`src/rtl/fc_frame_gen.sv`:
```
module fc_frame_gen #(
  parameter int SLOT_CYCLES = 64
) (
  input  logic        clk,
  input  logic        rst_n,
  input  logic        fc_req,
  input  logic        full_dup,
  input  logic [47:0] station_mac,
  input  logic [15:0] pause_quanta,
  input  logic [15:0] refresh_slots,
  output logic        tx_valid,
  output logic [7:0]  tx_data,
  output logic        tx_last,
  input  logic        tx_ready,
  output logic        bp_req,
  input  logic        rx_valid,
  input  logic        rx_sof,
  input  logic [7:0]  rx_data,
  output logic        rx_pause_valid,
  output logic [15:0] rx_pause_time
);
  localparam int FRAME_BYTES = 60;
  localparam int IW = $clog2(FRAME_BYTES);
  localparam int SW = (SLOT_CYCLES > 1) ? $clog2(SLOT_CYCLES) : 1;
  localparam logic [IW-1:0] LAST_IDX = IW'(FRAME_BYTES - 1);
  localparam logic [SW-1:0] SLOT_END = SW'(SLOT_CYCLES - 1);
  localparam logic [4:0] RX_IDLE = 5'd18;

  function automatic logic [8:0] hdr_const(input logic [4:0] pos);
    case (pos)
      5'd0, 5'd5:  hdr_const = 9'h101;
      5'd1:        hdr_const = 9'h180;
      5'd2:        hdr_const = 9'h1C2;
      5'd3, 5'd4:  hdr_const = 9'h100;
      5'd12:       hdr_const = 9'h188;
      5'd13:       hdr_const = 9'h108;
      5'd14:       hdr_const = 9'h100;
      5'd15:       hdr_const = 9'h101;
      default:     hdr_const = 9'h000;
    endcase
  endfunction

  logic          req_q, busy, pend_on, pend_off;
  logic [IW-1:0] idx;
  logic [15:0]   cur_time;
  logic [SW-1:0] slot_cnt;
  logic [15:0]   n_slots;

  wire rise    = fc_req & ~req_q;
  wire fall    = ~fc_req & req_q;
  wire rf_act  = fc_req & full_dup & (refresh_slots != 16'd0);
  wire rf_hit  = rf_act & ~rise & (slot_cnt == SLOT_END) & (n_slots == refresh_slots - 16'd1);
  wire set_on  = full_dup & (rise | rf_hit);
  wire set_off = full_dup & fall;
  wire start   = ~busy & (pend_on | pend_off);

  assign bp_req   = fc_req & ~full_dup;
  assign tx_valid = busy;
  assign tx_last  = busy & (idx == LAST_IDX);

  always_comb begin
    tx_data = 8'h00;
    if (idx < IW'(16)) begin
      if (hdr_const(idx[4:0]) & 9'h100) tx_data = hdr_const(idx[4:0])[7:0];
    end
    case (idx)
      IW'(6):  tx_data = station_mac[47:40];
      IW'(7):  tx_data = station_mac[39:32];
      IW'(8):  tx_data = station_mac[31:24];
      IW'(9):  tx_data = station_mac[23:16];
      IW'(10): tx_data = station_mac[15:8];
      IW'(11): tx_data = station_mac[7:0];
      IW'(16): tx_data = cur_time[15:8];
      IW'(17): tx_data = cur_time[7:0];
      default: ;
    endcase
  end

  always_ff @(posedge clk or negedge rst_n) begin
    if (!rst_n) begin
      req_q <= 1'b0; busy <= 1'b0; idx <= '0; cur_time <= '0;
      pend_on <= 1'b0; pend_off <= 1'b0; slot_cnt <= '0; n_slots <= '0;
    end else begin
      req_q <= fc_req;
      if (start) begin
        busy     <= 1'b1;
        idx      <= '0;
        cur_time <= pend_on ? pause_quanta : 16'h0000;
      end else if (busy && tx_ready) begin
        if (idx == LAST_IDX) busy <= 1'b0;
        else idx <= idx + 1'b1;
      end
      pend_on <= (pend_on & ~(start & pend_on)) | set_on;
      if (set_off)      pend_off <= 1'b1;
      else if (set_on)  pend_off <= 1'b0;
      else if (start && !pend_on) pend_off <= 1'b0;
      if (!rf_act || rise || rf_hit) begin
        slot_cnt <= '0; n_slots <= '0;
      end else if (slot_cnt == SLOT_END) begin
        slot_cnt <= '0; n_slots <= n_slots + 16'd1;
      end else begin
        slot_cnt <= slot_cnt + 1'b1;
      end
    end
  end

  logic [4:0] rx_pos_q;
  logic       rx_hit_q;
  logic [7:0] rx_hi_q;
  wire [4:0]  rx_pos  = rx_sof ? 5'd0 : rx_pos_q;
  wire [8:0]  rx_exp  = hdr_const(rx_pos);
  wire        rx_ok   = ~rx_exp[8] | (rx_data == rx_exp[7:0]);

  always_ff @(posedge clk or negedge rst_n) begin
    if (!rst_n) begin
      rx_pos_q <= RX_IDLE; rx_hit_q <= 1'b0; rx_hi_q <= '0;
      rx_pause_valid <= 1'b0; rx_pause_time <= '0;
    end else begin
      rx_pause_valid <= 1'b0;
      if (rx_valid) begin
        rx_pos_q <= (rx_pos == RX_IDLE) ? RX_IDLE : rx_pos + 5'd1;
        rx_hit_q <= ((rx_pos == 5'd0) | rx_hit_q) & rx_ok;
        if (rx_pos == 5'd16) rx_hi_q <= rx_data;
        if (rx_pos == 5'd17 && rx_hit_q) begin
          rx_pause_valid <= 1'b1;
          rx_pause_time  <= {rx_hi_q, rx_data};
        end
      end
    end
  end
endmodule

```
`config.mk`:
```
export PLATFORM = sky130hd
export DESIGN_NAME = fc_frame_gen
export DESIGN_NICKNAME = d
export VERILOG_FILES = /design/src/rtl/fc_frame_gen.sv
export SDC_FILE = /design/constraint.sdc
export NUM_CORES = 1
export LEC_CHECK = 0
export ABC_CLOCK_PERIOD_IN_PS = 6420
export BUFFER_PORTS_ARGS = -buffer_cell sky130_fd_sc_hd__buf_2
export CAP_MARGIN = 20
export CORE_ASPECT_RATIO = 0.6
export CORE_UTILIZATION = 40
export DETAILED_ROUTE_END_ITERATION = 16
export PLACE_DENSITY = 0.63
export REMOVE_ABC_BUFFERS = 1
export SLEW_MARGIN = 20
export SYNTH_ARGS = -nofsm -noshare
export SYNTH_HDL_FRONTEND = slang
export SYNTH_SLANG_ARGS = --single-unit
```
`constraint.sdc`:
```
create_clock -name clk -period 6.42 [get_ports clk]
set_clock_uncertainty 0.15 [all_clocks]
set_input_delay 1.284 -clock clk [delete_from_list [all_inputs] [get_ports clk]]
set_output_delay 1.284 -clock clk [all_outputs]
set_load 0.02 [all_outputs]
```
# == Word-level counts from Yosys, hierarchy flattened ==
# Memories as Yosys holds them, arrays and structs flattened.
# Cells that the tools add are included.
# word_totals
register_bits,79
latch_bits,0
mem_bits_rw,0
rom_bits,288
inputBits,95
out_inout_bits,28
wordCells,107
n_memories,3
# classes
addsub,5
n_mul,0
div_mod_pow,0
n_lt_le_gt_ge,1
eq_ne,16
shift,0
muxes,25
bitwise_logic,27
n_reduce_logical,17
# memory_table
memory,depth,word_bits,rd,rd_ports_with_merged_regs,write_ports,line,text
(no name shown),16,6,1,0,0,30,case (pos)
(no name shown),16,6,1,0,0,30,
(no name shown),16,6,1,0,0,30,
# op_table
operator,count
8-bit case mux with 8 select lines,1
16-bit 2-to-1 mux,3
6-bit 2-to-1 mux,5
9-bit 2-to-1 mux,3
"6-bit by 4-bit equality test with 1-bit output, second input constant",4
8-bit 2-to-1 mux,3
"16-bit by 1-bit adder with 16-bit output, second input constant",1
16-bit equality test,1
16-bit nonzero test,1
"16-bit by 1-bit subtractor with 16-bit output, second input constant",1
1-bit bitwise AND,15
"5-bit equality test, second input constant",3
"6-bit by 1-bit adder with 6-bit output, second input constant",2
"6-bit by 3-bit equality test with 1-bit output, second input constant",2
"6-bit by 5-bit equality test with 1-bit output, second input constant",2
"6-bit equality test, second input constant",2
5-bit 2-to-1 mux,2
8-bit equality test,1
1-bit 2-to-1 mux,8
2-bit AND reduction,4
1-bit inverter,7
"6-bit by 5-bit < comparator with 1-bit output, second input constant",1
2-bit nonzero test,3
"5-bit by 1-bit adder with 5-bit output, second input constant",1
7 further kinds,15

# == Depth between registers and ports, before layout ==
# Gate-level depths: netlist of the first run.
# depth
ltp_word,10
ltp_mapped,11
mapped_depth_nobuf,9

# == Worst setup path before layout of the first run ==
# OpenSTA, ideal clock, no wires.
# synth_path
path_type,input port to flip-flop
start,input refresh_slots[0]
end,register n_slots[13]
setup_time_ns,0.119
arrival_ns,3.123
required_ns,6.151
path_slack_ns,3.028
stages,10
n_path_buf,2
path_cell_list,inv_1 ha_1 clkbuf_1 and4b_4 mux2_4 a31oi_2 o2111ai_2 o21bai_4 buf_6 nor2_2
# synth_between
elab_chain_cells,7
word_cells_on_any_way,12
classes_between,add/sub: 1; eq/ne: 1; mux: 1; bitwise: 4; reduce/logical: 5
# synth_lines
element,line,text
start: declaration,10,"input logic [15:0] refresh_slots,"
"parallel branches: the longest is 5 deep, another holds 16-bit by 1-bit subtractor with 16-bit output",-,
1-bit logical OR (*),97,if (!rf_act || rise || rf_hit) begin
16-bit 2-to-1 mux / 2-bit nonzero test (equally long branches),-,
end signal: assignment,82,pend_on <= 1'b0; pend_off <= 1'b0; slot_cnt <= '0; n_slots <= '0;
end signal: assignment,98,slot_cnt <= '0; n_slots <= '0;
end signal: assignment,100,slot_cnt <= '0; n_slots <= n_slots + 16'd1;
end: declaration,47,logic [15:0] n_slots;
# Mark *: on every way between the ends.
# A chain may end at the register's enable or synchronous reset.

# == Worst setup path after layout of the first run ==
# layout_path
start,register idx[3]
end,output tx_data[7]
# layout_between
elab_chain_cells,6
word_cells_on_any_way,17
classes_between,order compare: 1; eq/ne: 8; mux: 6; memory: 2
# layout_lines
element,line,text
start: declaration,44,logic [IW-1:0] idx;
start signal: assignment,91,else idx <= idx + 1'b1;
memory 16 x 6 bit,-,
9-bit 2-to-1 mux,30,
9-bit 2-to-1 mux,63,if (idx < IW'(16)) begin
8-bit 2-to-1 mux,64,if (hdr_const(idx[4:0]) & 9'h100) tx_data = hdr_const(idx[4:0])[7:0];
8-bit 2-to-1 mux,63,
8-bit case mux with 8 select lines (*),66,case (idx)
end: declaration,12,"output logic [7:0] tx_data,"
# Mark *: on every way between the ends. The rest lies on a longest branch, timed or not. The select of a mux whose other input is x is not followed.

==> results of run 1 <==
==> routing by layer <==
| layer | routed length, um | vias to the layer above | track usage [%] |
|---|---|---|---|
| met5 | 0 | - | 0 |
| met4 | 100 | 0 | 5.22 |
| li1 | - | 2021 | - |
| met2 | 5470 | 186 | 29.0 |
| met3 | 971 | 14 | 4.67 |
| met1 | 6550 | 2153 | 32.9 |
==> stage by stage <==
| stage | hold slack (ns) | util (%) | instances | total power, uW | cell area (um2) |
|---|---|---|---|---|---|
| after floorplan | 0.284 | - | 463 | 852 | 4700 |
| after detailed placement | 0.309 | 48.0 | 745 | 1020 | 5510 |
| final | 0.314 | 50.8 | 761 | 1550 | 5830 |
| after global placement | 0.299 | 48.0 | 745 | 1010 | 5510 |
| after global routing | 0.359 | 50.8 | 761 | 1630 | 5830 |
| after CTS | 0.318 | 50.7 | 761 | 1560 | 5820 |
==> how the worst max path moves through the flow <==
stage                       start                     end  cells after the start
5_1_grt        idx[3]$_DFFE_PN0P_              tx_data[7]                      7
4_1_cts        idx[3]$_DFFE_PN0P_              tx_data[7]                      7
3_3_place_gp     refresh_slots[0]  n_slots[7]$_DFFE_PN0P_                      9
6_report       idx[3]$_DFFE_PN0P_              tx_data[7]                      7
2_1_floorplan      station_mac[0]              tx_data[0]                      3
3_5_place_dp     refresh_slots[0]  n_slots[7]$_DFFE_PN0P_                      9
==> placed cells by master, fill, tap and decap left out, types with 3 or more instances in the layout <==
cell type / count
nand4_1: 13
nand2b_1: 7
nor2_1: 37
o21ai_0: 11
dfrtp_1: 77
clkbuf_16: 9
a22oi_1: 19
nor2_2: 11
nor4_1: 7
nand3b_1: 3
o22ai_1: 4
nand4b_1: 3
xor2_1: 21
nand2_1: 35
mux2_2: 25
ha_1: 14
a21oi_1: 10
a22o_1: 22
nor4b_1: 3
buf_2: 121
inv_1: 10
and3_1: 7
nor3b_1: 3
and2_1: 6
mux2i_1: 4
and4_1: 3
a31oi_1: 6
o2111ai_1: 3
nand3_1: 14
a221oi_1: 7
xnor2_1: 24
a32oi_1: 3
nor3_1: 13
nor2b_1: 6
or3_1: 4
==> kinds of logic after synthesis <==
group / share of synthesized area (%)
muxes: 7.00
and+or+nand+nor: 20.9
xor gates and xnor gates: 8.19
adders and majority gates: 3.64
AOI/OAI and AO/OA: 16.0
DFF: 41.1
buffers and inverters: 3.12
==> critical path: stages, from the launching register on <==
cell and delay, ns:
dfrtp_1 0.61, nor2_1 0.21, nand2_1 0.08, nor2_1 0.56, a22o_1 0.27, a221oi_1 0.07
o2111ai_1 0.16, buf_2 0.20
==> where the power goes <==
part           internal (uW)  switching (uW)  leakage [uW]
sequential               527            65.7       0.00107
combinational            169             261       0.00144
clock                    310             221      0.000150
==> state kept, by name, indices dropped and copies added, names as in the netlist <==
name	count
req_q	1
n_slots	16
rx_hi_q	8
idx	6
pend_on	1
tx_valid	1
rx_pos_q	5
pend_off	1
slot_cnt	6
rx_pause_time	16
cur_time	16
rx_hit_q	1
rx_pause_valid	1
==> area by class of cell <==
type	instances	area, um2	area share (%)
Clock buffer	9	225	3.86
Multi-Input combinational cell	374	2680	46.0
Inverter	10	37.5	0.644
Tap cell	160	200	3.43
Sequential cell	79	1980	34.0
Timing Repair Buffer	122	617	10.6
Clock inverter	7	86.3	1.48
==> flow_metrics.tcl, run 1 <==
set metrics [dict create \
    status "finished clean" \
    via_count 4374 \
    cts_tree "done" \
    clock-sinks 79 \
    wire_per_inst_um 17.2 \
    finalHoldViolCount 0 \
    p_leak_uw 0.00266 \
    timing.rr.start "slot_cnt[0]$_DFF_PN0_" \
    cp-end-kind "output port" \
    reg2reg_to "n_slots[4]$_DFFE_PN0P_" \
    cts_buffers 9 \
    ys_ff_latch 79 \
    grt_pass1_wl_um 20200 \
    hold_path.class "reg -> reg" \
    whs_path_depth 1 \
    start_util_pct 41.9 \
    seq_area_frac_synth_pct 41.1 \
    port-buffer-count 122 \
    path_class "reg -> out" \
    worstPathArrival_ns 2.50 \
    post_cts_resized 0 \
    synth_most_common_cell "dfrtp_1" \
    power_density_nw_per_um2 266 \
    rr_worst_depth 8 \
    max-clock-path-buffers 2 \
    drc_errors 0 \
    num_antenna_cells 0 \
    clk_latency_ns 0.33 \
    pre_cts_ws_ns 2.62 \
    tightest_slew_ns 0.762 \
    max_cap_viol_count 0 \
    yosys-top-cells-count "dfrtp_1, nor2_1, nand2_1" \
    period_share_pct 61.2 \
    die_w_um 144 \
    fillers 1078 \
    cts_max_level 3 \
    hp-start "slot_cnt[0]$_DFF_PN0_" \
    synthTopCellsByArea "dfrtp_1, mux2_2, xnor2_1" \
    fin_ws_ns 2.49 \
    cts-root-buf "clkbuf_16" \
    place_congestion 0.886 \
    pin_count 123 \
    area_growth_pct 21.2 \
    ant_nets 0 \
    post-dp-hpwl_um 10000 \
    initialDrtViolationCount 338 \
    clk_pin_slew_ns 0.06 \
    ys_warn_count 0 \
    netlist_area_um2 4810 \
    synth_flop_cell "dfrtp_1" \
    synth_area_per_cell_um2 9.86 \
    post-cts-setup-buffer-count 0 \
    drv_slew 0 \
    synthArstFlopShare_pct 100 \
    core_um2 11500 \
    layout.nets 705 \
    hold_buffers 0 \
    drtPass1Iterations 5 \
    rrSetupSlack_ns 3.55 \
    grt.total_usage_pct 21.1 \
    relSlewSlack_pct 49.2 \
    fin_tns_setup_ns 0 \
    max_freq_mhz 254 \
    die_area_um2 12500 \
    synthDistinctLibCells 59 \
    min_period_ns 3.93 \
    cp_max_fo 20 \
    grt_max_degree 80 \
    finalSetupViolCount 0 \
    drt-total-wl_um 13100 \
    gr-total-overflow 0 \
    rsz0062_at_grt "no" \
    antenna_found_initial 0 \
    yosysTopAreaCellShare_pct 40.1 \
    start_kind "flop" \
    postSynthCellCount 488 \
    drive_above_1_share_pct 31.3 \
    worst_ep_required_time_ns 4.99 \
    viasPerCell 5.75 \
    die_h_um 87.0 \
    synth_top_area_cell "dfrtp_1" \
    synth_edf_count 0 \
    first_global_vias 3847 \
    ir_drop_uv 123 \
    rows 30 \
    hold_end "slot_cnt[0]$_DFF_PN0_" \
]
(Power assumes the default switching activity.)
==> run 2, diff against run 1 <==
--- a/config.mk
+++ b/config.mk
@@ -5,13 +5,13 @@
 export SDC_FILE = /design/constraint.sdc
 export NUM_CORES = 1
 export LEC_CHECK = 0
-export ABC_CLOCK_PERIOD_IN_PS = 6420
+export ABC_CLOCK_PERIOD_IN_PS = 3500
 export BUFFER_PORTS_ARGS = -buffer_cell sky130_fd_sc_hd__buf_2
 export CAP_MARGIN = 20
 export CORE_ASPECT_RATIO = 0.6
 export CORE_UTILIZATION = 40
 export DETAILED_ROUTE_END_ITERATION = 16
-export PLACE_DENSITY = 0.63
+export PLACE_DENSITY = 0.65
 export REMOVE_ABC_BUFFERS = 1
 export SLEW_MARGIN = 20
 export SYNTH_ARGS = -nofsm -noshare
==> constraint.sdc (replaced) <==
create_clock -name clk -period 3.5 [get_ports clk]
set_clock_uncertainty 0.15 [all_clocks]
set_input_delay 0.7 -clock clk [delete_from_list [all_inputs] [get_ports clk]]
set_output_delay 0.7 -clock clk [all_outputs]
set_load 0.02 [all_outputs]
==> run 2 against run 1 <==
Compared with the run above:
- setup slack lost 2.2 ns
- first-iteration DRC count down 3.3%
- wire length decreased by 0.26%
- global-route usage is 0.35 points higher
- final area up 0.32%
- non-clock buffer count up 7
- flip-flop and latch count stayed put
==> flow_metrics.tcl, run 2 (synthesized netlist as in run 1, its figures left out) <==
set metrics [dict create \
    status "finished clean" \
    initialDrtViolationCount 327 \
    relSlewSlack_pct 51.2 \
    ant_nets 0 \
    worstPathArrival_ns 2.38 \
    crit_chain "inv_1 > ha_1 > nand2b_1 > nor2_1 > a22o_1 > a221oi_1 > o211ai_1 > buf_2" \
    p_leak_uw 0.00268 \
    cts_buffers 9 \
    most-common-layout-cells "buf_2, dfrtp_1, nor2_1" \
    power_density_nw_per_um2 466 \
    cts_max_level 3 \
    die_h_um 87.0 \
    grt_pass1_wl_um 20700 \
    viasPerCell 5.59 \
    wire_per_inst_um 17.0 \
    min_period_ns 3.23 \
    clk_pin_slew_ns 0.06 \
    finalHoldViolCount 0 \
    drtPass1Iterations 5 \
    design_area_um2 5850 \
    pin_count 123 \
    cp-end-kind "output port" \
    tightest_slew_ns 0.729 \
    drc_errors 0 \
    finalSetupViolCount 0 \
    area_growth_pct 21.6 \
    cp_max_fo 8 \
    period_share_pct 92.2 \
    die_area_um2 12500 \
    place_congestion 0.915 \
    start_kind "flop" \
    hold_path.class "in -> async" \
    ir_drop_uv 232 \
    drive_above_1_share_pct 32.1 \
    worst_ep_required_time_ns 2.65 \
    rows 30 \
    final_cells 768 \
    core_um2 11500 \
    grt_max_degree 80 \
    grt.total_usage_pct 21.5 \
    cp_top_family "simple AND/OR/NAND/NOR gates" \
    dpl_cell_area_um2 5560 \
    cts-root-buf "clkbuf_16" \
    max_cap_viol_count 0 \
    post_cts_resized 0 \
    layout.nets 712 \
    first_global_vias 4007 \
    die_w_um 144 \
    clk_latency_ns 0.33 \
    path_buf_inv 2 \
    antenna_found_initial 0 \
    dp_cells 752 \
    final_common_cell "buf_2" \
    via_count 4294 \
    path_class "reg -> out" \
    fin_util_pct 50.9 \
    start_util_pct 41.9 \
    fin_tns_setup_ns 0 \
    finalPower_uw 2720 \
    max-clock-path-buffers 2 \
    hold_buffers 0 \
    reg_top3 "cur_time (16), n_slots (16), rx_pause_time (16)" \
    fillers 1099 \
    cp_slowest_stage_delay_ns 0.52 \
    clock-sinks 79 \
    max_freq_mhz 310 \
    post-cts-setup-buffer-count 0 \
    drv_slew 0 \
    gr-total-overflow 0 \
    port-buffer-count 122 \
    critPathSlowestCell "nor2_1" \
    drt-total-wl_um 13100 \
    rsz0062_at_grt "no" \
    post-dp-hpwl_um 10100 \
    num_antenna_cells 0 \
    cts_tree "done" \
]
## run 2: changes by cell type in the layout (fill, tap and decap cells not counted)
cell | previous run | this run
buf_4 | 0 | 7
clkinv_2 | 0 | 2
inv_8 | 2 | 0
bufinv_16 | 1 | 0
inv_6 | 2 | 3
## run 2: routing by layer
| metal | vias to the layer above | GRT usage, % | part of all wire, % |
|---|---|---|---|
| li1 | 2027 | - | - |
| met1 | 2125 | 32.1 | 49 |
| met2 | 132 | 30.6 | 44 |
| met3 | 10 | 5.11 | 6.4 |
| met4 | 0 | 5.80 | 0.70 |
| met5 | - | 0 | 0 |
## run 2: area by class of cell
class	count	area (um2)	area share (%)
tap	160	200	3.42
multi-input combinational	374	2680	45.9
timing repair buffer	129	669	11.4
clock inverter	7	52.6	0.899
inverter	10	37.5	0.642
sequential	79	1980	33.8
clock buffer	9	225	3.85
## run 2: per-stage QoR
stage          hold slack [ns]  worst slack [ns]
2_1_floorplan            0.254             0.743
3_3_place_gp             0.300             0.476
3_5_place_dp             0.320             0.354
4_1_cts                  0.330             0.286
5_1_grt                  0.319             0.113
6_report                 0.253             0.273
## run 2: path summary, 6_finish.rpt
path	end	start	depth (start not counted)	slack, ns
worst max-delay path	tx_data[0]	idx[1]$_DFFE_PN0P_	8	0.27
worst min-delay path	rx_pause_time[15]$_DFFE_PN0P_	rst_n	1	0.25
worst max register to register	idx[5]$_DFFE_PN0P_	idx[3]$_DFFE_PN0P_	6	1.07
worst min register to register	slot_cnt[0]$_DFF_PN0_	slot_cnt[0]$_DFF_PN0_	1	0.33
max in group asynchronous	n_slots[1]$_DFFE_PN0P_	rst_n	1	2.46
min in group clk	slot_cnt[0]$_DFF_PN0_	slot_cnt[0]$_DFF_PN0_	1	0.33
## run 2: report_power, final
part           switching, uW  internal, uW  total, uW  leakage, uW
logic                    458           316        774      0.00148
registers                116           967       1080      0.00107
clock network            381           486        867     0.000137
total                    956          1770       2720      0.00268
